**src/rtl/hdc_pkg.sv**
```systemverilog
package hdc_pkg;
  localparam int MAX_LEN   = 16;
  localparam int CODE_W    = 16;
  localparam int SYM_W     = 8;
  localparam int COEF_W    = 16;
  localparam int NUM_TBL   = 4;
  localparam int SYM_DEPTH = 32;
  localparam logic [SYM_W-1:0] NO_MATCH = 8'hFF;

  typedef enum logic {PH_CODE = 1'b0, PH_AMP = 1'b1} phase_e;

  typedef struct packed {
    logic [CODE_W-1:0] min_code;
    logic [CODE_W-1:0] max_code;
    logic [SYM_W-1:0]  first_idx;
    logic              empty;
  } len_entry_t;

  // number of codes of length l in table t
  function automatic logic [7:0] len_count(input logic [1:0] t, input int l);
    logic [7:0] n;
    n = 8'd0;
    case (t)
      2'd0: case (l)
              2: n = 8'd1;
              3: n = 8'd5;
              4, 5, 6, 7, 8, 9: n = 8'd1;
              default: n = 8'd0;
            endcase
      2'd1: case (l)
              2: n = 8'd2;
              3: n = 8'd1;
              4, 5: n = 8'd3;
              6: n = 8'd2;
              7: n = 8'd4;
              8: n = 8'd1;
              16: n = 8'd2;
              default: n = 8'd0;
            endcase
      2'd2: case (l)
              2: n = 8'd3;
              3, 4, 5, 6, 7, 8, 9, 10, 11: n = 8'd1;
              default: n = 8'd0;
            endcase
      default: case (l)
              2, 3: n = 8'd2;
              5: n = 8'd3;
              6: n = 8'd4;
              9: n = 8'd5;
              default: n = 8'd0;
            endcase
    endcase
    return n;
  endfunction

  // canonical range of one length, derived from the counts
  function automatic len_entry_t build_entry(input logic [1:0] t, input int l);
    len_entry_t      e;
    logic [CODE_W:0] code;
    logic [7:0]      first;
    logic [7:0]      n;
    e     = '0;
    code  = '0;
    first = '0;
    for (int i = 1; i <= MAX_LEN; i++) begin
      n = len_count(t, i);
      if (i == l) begin
        e.min_code  = code[CODE_W-1:0];
        e.max_code  = code[CODE_W-1:0] + CODE_W'(n) - CODE_W'(1);
        e.first_idx = first;
        e.empty     = (n == 8'd0);
      end
      code  = (code + (CODE_W+1)'(n)) << 1;
      first = first + n;
    end
    return e;
  endfunction

  // symbol list of table t, sorted by code length
  function automatic logic [SYM_W-1:0] sym_value(input logic [1:0] t, input int k);
    logic [SYM_W-1:0] v;
    v = 8'h00;
    if (t == 2'd0 || t == 2'd2) begin
      if (k < 12) v = SYM_W'(k);
    end else if (t == 2'd1) begin
      case (k)
        0: v = 8'h01;  1: v = 8'h02;  2: v = 8'h03;  3: v = 8'h00;
        4: v = 8'h04;  5: v = 8'h11;  6: v = 8'h05;  7: v = 8'h12;
        8: v = 8'h21;  9: v = 8'h31; 10: v = 8'h41; 11: v = 8'h06;
       12: v = 8'h13; 13: v = 8'h51; 14: v = 8'h61; 15: v = 8'h07;
       16: v = 8'hF0; 17: v = 8'hA3;
        default: v = 8'h00;
      endcase
    end else begin
      case (k)
        0: v = 8'h00;  1: v = 8'h01;  2: v = 8'h02;  3: v = 8'h11;
        4: v = 8'h03;  5: v = 8'h04;  6: v = 8'h21;  7: v = 8'h12;
        8: v = 8'h31;  9: v = 8'h41; 10: v = 8'h05; 11: v = 8'h51;
       12: v = 8'h13; 13: v = 8'h61; 14: v = 8'h22; 15: v = 8'h0A;
        default: v = 8'h00;
      endcase
    end
    return v;
  endfunction

  // magnitude-category sign extension
  function automatic logic [COEF_W-1:0] extend_amp(input logic [COEF_W-1:0] bits,
                                                   input logic [3:0] size);
    logic [COEF_W:0]          thr;
    logic [COEF_W+1:0]        two_thr;
    logic signed [COEF_W+1:0] v;
    if (size == 4'd0) return '0;
    thr     = (COEF_W+1)'(1) << (size - 4'd1);
    two_thr = {thr, 1'b0};
    if ({1'b0, bits} >= thr) v = $signed({2'b00, bits});
    else v = $signed({2'b00, bits}) - $signed(two_thr) + (COEF_W+2)'(1);
    return v[COEF_W-1:0];
  endfunction
endpackage

```
**src/rtl/hdc_len_table.sv**
```systemverilog
module hdc_len_table
  import hdc_pkg::*;
#(
  parameter int N_TBL = NUM_TBL,
  parameter int N_LEN = MAX_LEN,
  localparam int TW = $clog2(N_TBL),
  localparam int LW = $clog2(N_LEN + 1)
) (
  input  logic [TW-1:0] tbl,
  input  logic [LW-1:0] len,
  output len_entry_t    entry
);
  len_entry_t rom [N_TBL][N_LEN];

  for (genvar t = 0; t < N_TBL; t++) begin : g_tbl
    for (genvar l = 0; l < N_LEN; l++) begin : g_len
      assign rom[t][l] = build_entry(2'(t), l + 1);
    end
  end

  always_comb begin
    entry       = '0;
    entry.empty = 1'b1;
    if (len != '0 && int'(len) <= N_LEN) entry = rom[tbl][len - LW'(1)];
  end
endmodule

```
**src/rtl/hdc_sym_rom.sv**
```systemverilog
module hdc_sym_rom
  import hdc_pkg::*;
#(
  parameter int N_TBL = NUM_TBL,
  parameter int DEPTH = SYM_DEPTH,
  localparam int TW = $clog2(N_TBL),
  localparam int AW = $clog2(DEPTH)
) (
  input  logic [TW-1:0]    tbl,
  input  logic [SYM_W-1:0] idx,
  output logic [SYM_W-1:0] value
);
  logic [SYM_W-1:0] rom [N_TBL][DEPTH];

  for (genvar t = 0; t < N_TBL; t++) begin : g_tbl
    for (genvar i = 0; i < DEPTH; i++) begin : g_ent
      assign rom[t][i] = sym_value(2'(t), i);
    end
  end

  always_comb begin
    value = '0;
    if (int'(idx) < DEPTH) value = rom[tbl][idx[AW-1:0]];
  end
endmodule

```
**src/rtl/hdc_matcher.sv**
```systemverilog
module hdc_matcher
  import hdc_pkg::*;
(
  input  len_entry_t       entry,
  input  logic [CODE_W-1:0] cand,
  output logic             hit,
  output logic [SYM_W-1:0] idx
);
  always_comb begin
    hit = !entry.empty && (cand >= entry.min_code) && (cand <= entry.max_code);
    idx = SYM_W'(cand - entry.min_code) + entry.first_idx;
  end
endmodule

```
**src/rtl/hdc_amp_extend.sv**
```systemverilog
module hdc_amp_extend
  import hdc_pkg::*;
(
  input  logic [COEF_W-1:0] bits,
  input  logic [3:0]        size,
  output logic [COEF_W-1:0] coef
);
  assign coef = extend_amp(bits, size);
endmodule

```
**src/rtl/hdc_coef_decoder.sv**
```systemverilog
module hdc_coef_decoder
  import hdc_pkg::*;
#(
  parameter int N_TBL = NUM_TBL,
  parameter int N_LEN = MAX_LEN,
  localparam int TW = $clog2(N_TBL),
  localparam int LW = $clog2(N_LEN + 1)
) (
  input  logic              clk,
  input  logic              rst_n,
  input  logic [1:0]        tbl_sel,
  input  logic              bit_valid,
  input  logic              bit_in,
  output logic              step_valid,
  output logic [7:0]        step_idx,
  output logic              sym_valid,
  output logic [7:0]        sym_value,
  output logic              coef_valid,
  output logic [3:0]        coef_run,
  output logic [3:0]        coef_size,
  output logic [15:0]       coef_value
);
  phase_e            phase_q;
  logic [CODE_W-1:0] cand_q;
  logic [LW-1:0]     len_q;
  logic [TW-1:0]     tbl_q;
  logic [COEF_W-1:0] amp_q;
  logic [3:0]        amp_cnt_q;
  logic [3:0]        size_q;
  logic [3:0]        run_q;

  // named internal events
  logic              code_bit, amp_bit, code_hit, code_abandon, amp_last;
  logic [TW-1:0]     tbl_eff;
  logic [CODE_W-1:0] cand_next;
  logic [LW-1:0]     len_next;
  len_entry_t        entry;
  logic              hit;
  logic [SYM_W-1:0]  hit_idx;
  logic [SYM_W-1:0]  hit_val;
  logic [3:0]        dec_size, dec_run;
  logic [COEF_W-1:0] amp_next, amp_coef;

  assign code_bit  = bit_valid && (phase_q == PH_CODE);
  assign amp_bit   = bit_valid && (phase_q == PH_AMP);
  assign tbl_eff   = (len_q == '0) ? TW'(tbl_sel) : tbl_q;
  assign cand_next = {cand_q[CODE_W-2:0], bit_in};
  assign len_next  = len_q + LW'(1);
  assign amp_next  = {amp_q[COEF_W-2:0], bit_in};
  assign amp_last  = (amp_cnt_q == 4'd1);

  hdc_len_table #(.N_TBL(N_TBL), .N_LEN(N_LEN)) u_len_table (
    .tbl(tbl_eff), .len(len_next), .entry(entry)
  );

  hdc_matcher u_matcher (
    .entry(entry), .cand(cand_next), .hit(hit), .idx(hit_idx)
  );

  hdc_sym_rom #(.N_TBL(N_TBL)) u_sym_rom (
    .tbl(tbl_eff), .idx(hit_idx), .value(hit_val)
  );

  hdc_amp_extend u_amp_extend (
    .bits(amp_next), .size(size_q), .coef(amp_coef)
  );

  assign code_hit     = code_bit && hit;
  assign code_abandon = code_bit && !hit && (int'(len_next) == N_LEN);
  assign dec_size     = hit_val[3:0];
  assign dec_run      = tbl_eff[0] ? hit_val[7:4] : 4'd0;

  always_ff @(posedge clk) begin
    if (!rst_n) begin
      phase_q    <= PH_CODE;
      cand_q     <= '0;
      len_q      <= '0;
      tbl_q      <= '0;
      amp_q      <= '0;
      amp_cnt_q  <= '0;
      size_q     <= '0;
      run_q      <= '0;
      step_valid <= 1'b0;
      step_idx   <= '0;
      sym_valid  <= 1'b0;
      sym_value  <= '0;
      coef_valid <= 1'b0;
      coef_run   <= '0;
      coef_size  <= '0;
      coef_value <= '0;
    end else begin
      step_valid <= 1'b0;
      sym_valid  <= 1'b0;
      coef_valid <= 1'b0;
      if (code_bit) begin
        step_valid <= 1'b1;
        step_idx   <= hit ? hit_idx : NO_MATCH;
        if (len_q == '0) tbl_q <= TW'(tbl_sel);
        if (code_hit) begin
          sym_valid <= 1'b1;
          sym_value <= hit_val;
          cand_q    <= '0;
          len_q     <= '0;
          if (dec_size == 4'd0) begin
            coef_valid <= 1'b1;
            coef_run   <= dec_run;
            coef_size  <= 4'd0;
            coef_value <= '0;
          end else begin
            phase_q   <= PH_AMP;
            amp_q     <= '0;
            amp_cnt_q <= dec_size;
            size_q    <= dec_size;
            run_q     <= dec_run;
          end
        end else if (code_abandon) begin
          cand_q <= '0;
          len_q  <= '0;
        end else begin
          cand_q <= cand_next;
          len_q  <= len_next;
        end
      end
      if (amp_bit) begin
        amp_q     <= amp_next;
        amp_cnt_q <= amp_cnt_q - 4'd1;
        if (amp_last) begin
          coef_valid <= 1'b1;
          coef_value <= amp_coef;
          coef_run   <= run_q;
          coef_size  <= size_q;
          phase_q    <= PH_CODE;
        end
      end
    end
  end


  step_idx_pair_chk: assert property (@(posedge clk) disable iff (!rst_n)
    step_valid |-> ((step_idx != NO_MATCH) == sym_valid));

  sym_with_step_chk: assert property (@(posedge clk) disable iff (!rst_n)
    sym_valid |-> step_valid);

  dc_run_zero_chk: assert property (@(posedge clk) disable iff (!rst_n)
    (coef_valid && !tbl_q[0]) |-> (coef_run == 4'd0));

  zero_size_coef_chk: assert property (@(posedge clk) disable iff (!rst_n)
    (coef_valid && coef_size == 4'd0) |-> (coef_value == '0));

  nonzero_amp_chk: assert property (@(posedge clk) disable iff (!rst_n)
    (coef_valid && coef_size != 4'd0) |-> (coef_value != '0));

  amp_no_step_chk: assert property (@(posedge clk) disable iff (!rst_n)
    amp_bit |=> !step_valid);

  idle_quiet_chk: assert property (@(posedge clk) disable iff (!rst_n)
    !bit_valid |=> (!step_valid && !sym_valid && !coef_valid));

  len_bound_chk: assert property (@(posedge clk) disable iff (!rst_n)
    int'(len_q) < N_LEN);
endmodule

```
**config.mk**
```make
export PLATFORM = sky130hd
export DESIGN_NAME = hdc_coef_decoder
export DESIGN_NICKNAME = d
export VERILOG_FILES = /design/src/rtl/hdc_pkg.sv /design/src/rtl/hdc_len_table.sv /design/src/rtl/hdc_sym_rom.sv /design/src/rtl/hdc_matcher.sv /design/src/rtl/hdc_amp_extend.sv /design/src/rtl/hdc_coef_decoder.sv
export SDC_FILE = /design/constraint.sdc
export NUM_CORES = 1
export LEC_CHECK = 0
export ABC_CLOCK_PERIOD_IN_PS = 9200
export BUFFER_PORTS_ARGS = -buffer_cell sky130_fd_sc_hd__buf_2
export CORE_MARGIN = 2
export CORE_UTILIZATION = 32
export DETAILED_ROUTE_END_ITERATION = 8
export SKIP_LAST_GASP = 1
export SLEW_MARGIN = 20
export SYNTH_ARGS = -nofsm -noshare
export SYNTH_HDL_FRONTEND = slang
export SYNTH_SLANG_ARGS = --single-unit
```
**constraint.sdc**
```tcl
create_clock -name clk -period 9.2 [get_ports clk]
set_input_delay 1.84 -clock clk [delete_from_list [all_inputs] [get_ports clk]]
set_output_delay 1.84 -clock clk [all_outputs]
set_load 0.02 [all_outputs]
```
After elaboration in Yosys (flattened, before gate mapping)
Cells that the tools add are included.
{ "totals": {"regBits": 93, "wordCells": 121, "out_inout_bits": 43, "input_bits": 6} }
{ "classes": {"n_lt_le_gt_ge": 8, "eq_ne": 3, "shifts": 1, "bitwise": 5, "reduce_logical": 20, "mux": 60, "add_sub_neg": 8} }
{ "ops": {"columns": ["cell", "count"], "rows": [
  ["$bmux W656 S2", 1],
  ["$mux W656", 2],
  ["$bmux W256 S2", 1],
  ["$mux W256", 2],
  ["$bmux W41 S4", 1],
  ["$mux W16", 8],
  ["$mux W41", 3],
  ["$mux W15", 6],
  ["$mux W4", 15],
  ["$bmux W8 S5", 1],
  ["$mux W8", 4],
  ["$ge A16 B17 Y1", 1],
  ["$shl A1 B4 Y17 const A", 1],
  ["$add A16 B2 Y16 const B", 1],
  ["$ge A16 B16 Y1", 1],
  ["$le A16 B16 Y1", 1],
  ["$sub A16 B16 Y16", 1],
  ["$mux W1", 13],
  ["$not A5 Y6", 2],
  ["$mux W5", 2],
  ["$add A8 B8 Y8", 1],
  ["$logic_and A1 B1 Y1", 8],
  ["$logic_not A4 Y1", 2],
  ["$lt A8 B6 Y1 const B", 1],
  ["other kinds (20)", 26]
]} }

Logic depth before layout (Yosys ltp)
Gate-level depths: netlist of the first run.
{ "logic_depth": {"ltp_word": 23, "depth_mapped": 31, "ltp_nobuf": 24} }

Modules after synthesis
From an unflattened synthesis of the first run, not the netlist that was laid out.
{ "hier_totals": {"hier_cells": 1141, "hier_area_um2": 8871.0} }
{ "by_module_without_submodules": {"columns": ["module", "area_each_um2", "instances", "seq_area_each_um2", "cells_per_inst"], "rows": [
  ["hdc_coef_decoder", 3637.2, 1, 1861.8, 383],
  ["hdc_len_table", 1795.5, 1, 0.0, 276],
  ["hdc_amp_extend", 1582.8, 1, 0.0, 217],
  ["hdc_matcher", 1307.5, 1, 0.0, 180],
  ["hdc_sym_rom", 548.0, 1, 0.0, 85]
]} }

Least setup slack after synthesis of the first run
OpenSTA, ideal clock, no wires.
{ "synth_path": {"kind": "in2reg", "start": "in tbl_sel[0]", "end": "reg amp_cnt_q[2]", "arrival_ps": 6720, "setup_slack_ps": 2362, "path_stages": 21, "required_time_ps": 9081, "setup_ps": 119, "n_path_buf": 3, "cell_sequence": "mux2i_2 clkbuf_1 ha_1 clkbuf_1 nand2b_1 nand2_1 a21oi_1 o21ai_0 a311o_1 fa_1 inv_1 ha_1 o21ai_0 a2bb2oi_1 buf_2 mux2i_1 a21oi_1 o21a_1 a21boi_2 o21ai_0 o221a_2"} }
{ "synth_via": {"elab_chain_cells": 20, "word_cells_on_any_way": 34, "classes_between": "add/sub (2); order compare (3); eq/ne (1); mux (19); bitwise (2); reduce/logical (7)"} }
{ "synth_lines": {"columns": ["item", "line", "text"], "rows": [
  ["start, declared", "hdc_coef_decoder.sv:11", "input logic [1:0] tbl_sel,"],
  ["$mux W2 (*)", null, null],
  ["$not A2 Y3 (not written as such) (*)", "hdc_len_table.sv:24, hdc_sym_rom.sv:23", null],
  ["$bmux W656 S2", "hdc_len_table.sv:24", "if (len != '0 && int'(len) <= N_LEN) entry = rom[tbl][len - LW'(1)];"],
  ["$mux W656 (not written as such) (2 in a row)", "hdc_len_table.sv:24", null],
  ["$bmux W41 S4", "hdc_len_table.sv:24", null],
  ["$mux W41 (not written as such) (2 in a row)", "hdc_len_table.sv:24", null],
  ["$mux W41", "hdc_len_table.sv:24", null],
  ["$sub A8 B8 Y8", "hdc_matcher.sv:11", "idx = SYM_W'(cand - entry.min_code) + entry.first_idx;"],
  ["$add A8 B8 Y8", "hdc_matcher.sv:11", null],
  ["$not A5 Y6 (not written as such)", "hdc_sym_rom.sv:23", "if (int'(idx) < DEPTH) value = rom[tbl][idx[AW-1:0]];"],
  ["$bmux W8 S5", "hdc_sym_rom.sv:23", null],
  ["$mux W8 (not written as such) (2 in a row)", "hdc_sym_rom.sv:23", null],
  ["$mux W8", "hdc_sym_rom.sv:23", null],
  ["$mux W4", "hdc_coef_decoder.sv:104", "if (dec_size == 4'd0) begin"],
  ["$mux W4", "hdc_coef_decoder.sv:99", "if (code_hit) begin"],
  ["$mux W4", "hdc_coef_decoder.sv:95", "if (code_bit) begin"],
  ["$mux W4", "hdc_coef_decoder.sv:124", "if (amp_bit) begin"],
  ["end signal, assigned", "hdc_coef_decoder.sv:112", "amp_cnt_q <= dec_size;"],
  ["end signal, assigned", "hdc_coef_decoder.sv:126", "amp_cnt_q <= amp_cnt_q - 4'd1;"],
  ["end, declared", "hdc_coef_decoder.sv:28", "logic [3:0] amp_cnt_q;"]
]} }
Mark *: on every way between the ends. The rest lies on a longest branch, timed or not. The select of a mux whose other input is x is not followed.
A chain may end at the register's enable or synchronous reset.

Worst setup path after layout of the first run
{ "layout_path": {"start": "reg len_q[0]", "end": "reg amp_q[3]"} }
{ "layout_via": {"elab_chain_cells": 20, "word_cells_on_any_way": 37, "classes_between": "add/sub (4); order compare (4); eq/ne (1); mux (15); bitwise (3); reduce/logical (10)"} }
{ "layout_lines": {"columns": ["item", "line", "text"], "rows": [
  ["start, declared", "hdc_coef_decoder.sv:25", "logic [LW-1:0] len_q;"],
  ["start signal, assigned", "hdc_coef_decoder.sv:121", "len_q <= len_next;"],
  ["$logic_not A5 Y1 (*)", "hdc_coef_decoder.sv:46", "assign tbl_eff = (len_q == '0) ? TW'(tbl_sel) : tbl_q;"],
  ["$mux W2 (*)", null, null],
  ["net tbl_eff[1]", "hdc_coef_decoder.sv:34", "logic [TW-1:0] tbl_eff;"],
  ["$not A2 Y3 (not written as such) (*)", "hdc_len_table.sv:24, hdc_sym_rom.sv:23", null],
  ["$bmux W656 S2", "hdc_len_table.sv:24", null],
  ["$mux W656 (not written as such) (2 in a row)", "hdc_len_table.sv:24", null],
  ["$bmux W41 S4", "hdc_len_table.sv:24", null],
  ["$mux W41 (not written as such) (2 in a row)", "hdc_len_table.sv:24", null],
  ["[... 2 more ...]", null, null],
  ["$add A8 B8 Y8", "hdc_matcher.sv:11", null],
  ["$not A5 Y6 (not written as such)", "hdc_sym_rom.sv:23", null],
  ["$bmux W8 S5", "hdc_sym_rom.sv:23", null],
  ["$mux W8 (not written as such) (2 in a row)", "hdc_sym_rom.sv:23", null],
  ["$mux W8", "hdc_sym_rom.sv:23", null],
  ["$logic_not A4 Y1", "hdc_coef_decoder.sv:104", null],
  ["$ne A2 B2 Y1 (no line)", null, null],
  ["$reduce_and A3 Y1 (no line) (*)", null, null],
  ["end signal, assigned", "hdc_coef_decoder.sv:125", "amp_q <= amp_next;"],
  ["end, declared", "hdc_coef_decoder.sv:27", "logic [COEF_W-1:0] amp_q;"]
]} }
Mark *: on every way through the listed nets, which the timed path passes. The rest lies on a longest branch. The select of a mux whose other input is x is not followed.

==> results of run 1 <==
[per-stage QoR]
step                      power, W  cell area (sq um)  cells  hold slack (ps)
after floorplan            0.00163               8490   1073              435
after global placement     0.00196               8960   1396              443
after detailed placement   0.00196               8960   1396              445
after CTS                  0.00233               9240   1412              454
after global routing       0.00254               9240   1412              473
final                      0.00236               9240   1412              452
[flip-flops by register name (all words and copies together) (netlist names)]
register and count:
coef_value 16, amp_q 15, coef_valid 1, sym_valid 1
size_q 4, step_idx 8, cand_q 15, amp_cnt_q 4
step_valid 1, sym_value 8, tbl_q 2, len_q 5
run_q 4, phase_q 1, coef_run 4, coef_size 4
[power breakdown]
| part | switching, W | internal (W) | leakage [nW] |
|---|---|---|---|
| Sequential | 0.0000101 | 0.000413 | 0.753 |
| Combinational | 0.00103 | 0.000539 | 2.72 |
| Clock | 0.000169 | 0.000195 | 0.142 |
| Total | 0.00121 | 0.00115 | 3.61 |
[cell usage in the layout, fill, tap and decap left out, drive strengths merged, types with 7 or more instances in the layout]
cell,count
o22ai,10
a21oi,87
nand2b,14
nand3b,17
nor2b,15
nand4,13
buf,63
a21o,12
mux2i,26
o211ai,15
nor3,18
a31oi,13
dfxtp,93
nor2,79
ha,100
o2bb2ai,17
o21ai,76
and2,7
o21a,7
a211oi,20
clkbuf,11
nand2,93
a32oi,15
xnor2,18
or3,7
xor2,11
inv,46
a22oi,19
nand3,34
[final cells by class]
cell class                 count  share of cell area, %
sequential                    93                   20.1
multi-input combinational    859                   66.5
timing repair buffer          63                   3.82
inverter                      46                   1.88
clock buffer                  11                   2.63
tap                          335                   4.54
clock inverter                 5                  0.460
[cell families (layout without fill, tap and decap cells)]
family                   after synthesis  count (layout)  share of synthesized area, %
AND/OR/NAND/NOR                      331             331                          19.7
multiplexers                          26              26                          3.11
AO/OA/AOI/OAI                        367             367                          30.4
adder cells (fa/ha/maj)              106             106                          16.2
buffers and inverters                121             125                          5.75
flip-flops                            93              93                          21.9
XOR/XNOR                              29              29                          2.99
[per-layer routing]
| metal | wire [um] | vias to the layer above | global-route usage, % | part of all wire, % |
|---|---|---|---|---|
| li1 | - | 4017 | - | - |
| met1 | 11300 | 3907 | 23.1 | 47 |
| met2 | 11300 | 209 | 27.8 | 47 |
| met3 | 971 | 38 | 2.21 | 4.0 |
| met4 | 611 | 0 | 5.66 | 2.5 |
| met5 | 0 | - | 0 | 0 |
[worst max-delay path, cell delays in order, from the launching register on]
cell	delay (ps)
dfxtp_1	310
inv_1	530
ha_1	350
nor4b_4	430
mux2i_1	720
inv_1	270
ha_1	410
nand2_1	220
o21ai_0	110
a221o_1	390
a211o_1	330
fa_1	480
inv_1	60
ha_1	340
o21ai_0	140
o2bb2ai_1	670
o21ai_0	200
a211o_1	370
a31o_2	290
a21oi_4	610
o21ai_0	190
[how the worst max path moves through the flow]
stage	endpoint	slack, ps	cells past startpoint
3_5_place_dp	amp_q[10]	1400	18
3_3_place_gp	amp_cnt_q[2]	1440	22
2_1_floorplan	amp_cnt_q[2]	2360	21
5_1_grt	amp_q[3]	910	20
4_1_cts	amp_q[9]	1590	20
6_report	amp_q[3]	1610	20
==> run_results.csv, run 1 <==
group,metric,value,unit
run_status,status,"finished, final reports clean",
setup_path,critPathMaxFanout,24,
setup_path,start_kind,"flop",
setup_path,crit_path_end_kind,"flop",
power,leakagePower,3.61,nW
sta,slew_violations,0,
routing,drt_first_pass_iters,7,
final_layout,seq_area,0.00186,sq mm
floorplan,die_y,167,um
final_layout,fin_util,35.5,%
sta,period_share,82.5,%
sta,fmax,0.132,GHz
setup_path,cp-startpoint,"len_q[0]",
routing,drt-total-wl,24.2,mm
min_path,worst_hold_startpoint,"sym_value[5]",
min_path,hp-class,"flop to flop",
setup_path,reg2reg_to,"amp_q[3]",
sta,min_period,7590,ps
synth,yosys.area.top_type_share,21.9,%
setup_path,r2r_slack,1610,ps
power,peakVddDrop,0.308,mV
synth,yosysMostFrequentCell,"ha_1",
routing,detail_route.wl_per_cell,17.1,um
final_layout,nNetsFinal,1184,
placed_design,gp_congestion,0.907,
global_routing,grt_pass1_vias,7413,
synth,syn_nets,1185,
synth,synth_area,0.00849,sq mm
clocking,cts_root_buf,"clkbuf_16",
synth,netlist_instances,1073,
synth,yosysSeqAreaShare,21.9,%
sta,relSlewSlack,33.0,%
sta,tns,0,ps
floorplan,die_w,167,um
power,power.density,255,mW/mm^2
clocking,cts_setup_buffers,0,
floorplan,coreArea,0.0261,sq mm
routing,drt-vias-per-instance,5.79,
job,drv_cap,0,
final_layout,area_growth,8.86,%
placed_design,dp_hpwl,17.9,mm
sta,skew,11.4,ps
sta,hold_viol,0,
synth,yosysTopAreaCell,"dfxtp_1",
clocking,cts.sinks,93,
synth,ys_async_sr_fraction,0,%
setup_path,cp.required,9400,ps
routing,ant_nets,0,
final_layout,fill_cells,2732,
synth,yosysUniqueCellTypes,81,
clocking,cts_inserted_buffers,9,
floorplan,ios,49,
synth,synthTopCellsByCount,"100 x ha_1, 93 x dfxtp_1, 93 x nand2_1",
global_routing,antenna_found_initial,0,
routing,vias,8171,
setup_path,reg2reg_from,"len_q[0]",
sta,tightestPinTransition,1000,ps
clocking,cts_tree,"done",
placed_design,portBuffers,48,
clocking,clock_latency,350,ps
setup_path,cp.arrival,7790,ps
sta,setup_viol,0,
clocking,cts.path.max_buffers,2,
routing,drc,0,
floorplan,die_area,0.0278,sq mm
final_layout,multi_input_area,0.00615,sq mm
clocking,cts_resized,0,
clocking,clkTransAtPathRegs,70,ps
global_routing,gr-usage-all-layers,17.0,%
min_path,holdPathStages,2,
floorplan,rows,59,
setup_path,worst-setup-path-type,"flop to flop",
sta,rsz0062_at_grt,"no",
synth,synth_enable_flop_cells,0,
global_routing,grt_overflow,0,
synth,synth-warning-count,0,
synth,syn_area_per_cell,7.91,sq um
clocking,cts.htree.levels,3,
global_routing,grt_max_degree,60,
global_routing,grt_pass1_wl,39.4,mm
final_layout,n_antenna_cell,0,
setup_path,reg2reg_depth,20,
synth,synth_area_leaders,"dfxtp_1 22%, ha_1 15%, a21oi_1 5.0%",
synth,synth_seq_cells,93,
placed_design,place_ws,1400,ps
final_layout,drive_gt1_share,10.6,%
min_path,min_to,"sym_value[5]",
synth,ys.flop_type,"dfxtp_1",
clocking,ctsHoldBuffers,0,
sta,setup_slack,1610,ps
floorplan,start_util,32.6,%
routing,drt_iter0_drc,814,
(Power assumes the default switching activity.)
==> run 2: changes to the inputs <==
- ABC_CLOCK_PERIOD_IN_PS: 9200 -> 6800
- clock period: 9.2 -> 6.8 ns (I/O delays scaled with it)
==> run_results.csv, run 2 (synthesis results as in run 1) <==
group,metric,value,unit
min_path,hp-class,"flop to flop",
final_layout,fin_util,36.3,%
routing,drt-total-wl,24.6,mm
final_layout,largest_register_ffs,16,
sta,skew,14.3,ps
final_layout,nNetsFinal,1210,
clocking,cts.path.max_buffers,2,
final_layout,area_growth,11.5,%
sta,hold_slack,454,ps
setup_path,crit_path_end_kind,"flop",
sta,hold_viol,0,
final_layout,reg.largest.list,"coef_value x16, amp_q x15, cand_q x15",
clocking,clkTransAtPathRegs,70,ps
floorplan,rows,59,
final_layout,regMostFlops,"coef_value",
setup_path,cp.arrival,6560,ps
run_status,status,"finished, final reports clean",
global_routing,grt_max_degree,60,
routing,ant_nets,0,
clocking,cts_inserted_buffers,9,
sta,slew_violations,0,
setup_path,worst-setup-path-type,"flop to flop",
routing,detail_route.wl_per_cell,17.1,um
sta,period_share,92.8,%
floorplan,die_y,167,um
placed_design,place_ws,147,ps
global_routing,grt_overflow,0,
floorplan,ios,49,
setup_path,cp.required,7050,ps
global_routing,grt_pass1_vias,7648,
routing,drt_first_pass_iters,5,
sta,rsz0062_at_grt,"no",
power,power.density,356,mW/mm^2
clocking,clock_latency,350,ps
power,power,0.00337,W
floorplan,start_util,32.6,%
routing,drt_iter0_drc,785,
clocking,cts_tree,"done",
sta,tns,0,ps
placed_design,gp_congestion,0.910,
sta,relSlewSlack,32.2,%
global_routing,antenna_found_initial,0,
floorplan,die_w,167,um
global_routing,grt_pass1_wl,39.8,mm
final_layout,final_cell_mix,"100 x ha_1, 93 x nand2_1, 93 x dfxtp_1, 85 x a21oi_1, 79 x nor2_1",
power,leakagePower,3.74,nW
clocking,cts_root_buf,"clkbuf_16",
sta,tightestPinTransition,1020,ps
routing,drc,0,
sta,setup_viol,0,
power,peakVddDrop,0.257,mV
final_layout,drive_gt1_share,12.8,%
sta,fmax,0.158,GHz
sta,setup_slack,489,ps
final_layout,final_common_cell,"ha_1",
floorplan,die_area,0.0278,sq mm
routing,drt-vias-per-instance,5.75,
sta,min_period,6310,ps
global_routing,gr-usage-all-layers,17.1,%
clocking,ctsHoldBuffers,0,
placed_design,portBuffers,48,
setup_path,start_kind,"flop",
clocking,cts.sinks,93,
setup_path,critPathMaxFanout,50,
final_layout,n_antenna_cell,0,
routing,vias,8258,
job,drv_cap,0,
clocking,cts.htree.levels,3,
placed_design,dp_hpwl,18.4,mm
floorplan,coreArea,0.0261,sq mm
-- run 2: cell count changes in the layout (fill, tap and decap cells not counted) --
cell        delta
buf_12         +1
buf_4         +25
bufinv_16      +1
clkbuf_8       -1
clkinv_4       -1
clkinvlp_4     +1
inv_8          -1
mux2i_1        -1
mux2i_2        +1
xor2_1         -1
xor2_2         +1
-- run 2: critical path, cell delays in order, from the launching register on --
cell and delay, ps:
dfxtp_1 330, buf_4 420, ha_1 360, xor2_1 260, inv_1 100, ha_1 580
inv_1 280, nor2_1 200, o21ai_0 110, a311o_1 410, fa_1 490, inv_1 40
ha_1 400, o21ai_0 140, o2bb2ai_1 440, buf_4 240, a211oi_1 50, a31oi_1 320
nand2_1 170, o21ai_4 300, a21oi_4 80, buf_4 240, o41ai_1 230
-- run 2: layer usage --
metal  share of wire, %  up-vias  routed length [um]  track usage (%)
li1                   -     4059                   -                -
met1                 47     3947               11500             23.6
met2                 48      229               11700             28.4
met3                4.5       23                1110             1.90
met4                1.3        0                 309             3.79
met5                  0        -                   0                0
-- run 2: final timing paths --
path              slack (ps)    startpoint  depth (start not counted)      endpoint
setup reg to reg         490      len_q[0]                         22      amp_q[0]
hold / removal           450  sym_value[1]                          2  sym_value[1]
setup / recovery         490      len_q[0]                         22      amp_q[0]
hold reg to reg          450  sym_value[1]                          2  sym_value[1]
-- run 2: report_power, final --
group	switching [W]	internal, W
Combinational	0.00144	0.000851
Clock	0.000225	0.000285
Sequential	0.0000106	0.000559
Total	0.00168	0.00170
-- run 2: cell type report --
class / count / area (sq um)
Inverter: 46 / 174
Tap cell: 335 / 419
Clock buffer: 10 / 229
Sequential cell: 93 / 1860
Fill cell: 2795 / 16600
Multi-Input combinational cell: 859 / 6160
Timing Repair Buffer: 89 / 561
Clock inverter: 5 / 60.1
-- run 2: stage by stage --
stage	std cells	area, sq um
floorplan	1073	8490
global placement	1419	9140
detailed placement	1419	9140
CTS	1434	9430
global route	1437	9460
finish	1437	9460
-- run 2: repair_timing --
action	CTS	global route
endpoints found under the setup margin	0	23
buffers inserted	0	3
resized for setup	0	2
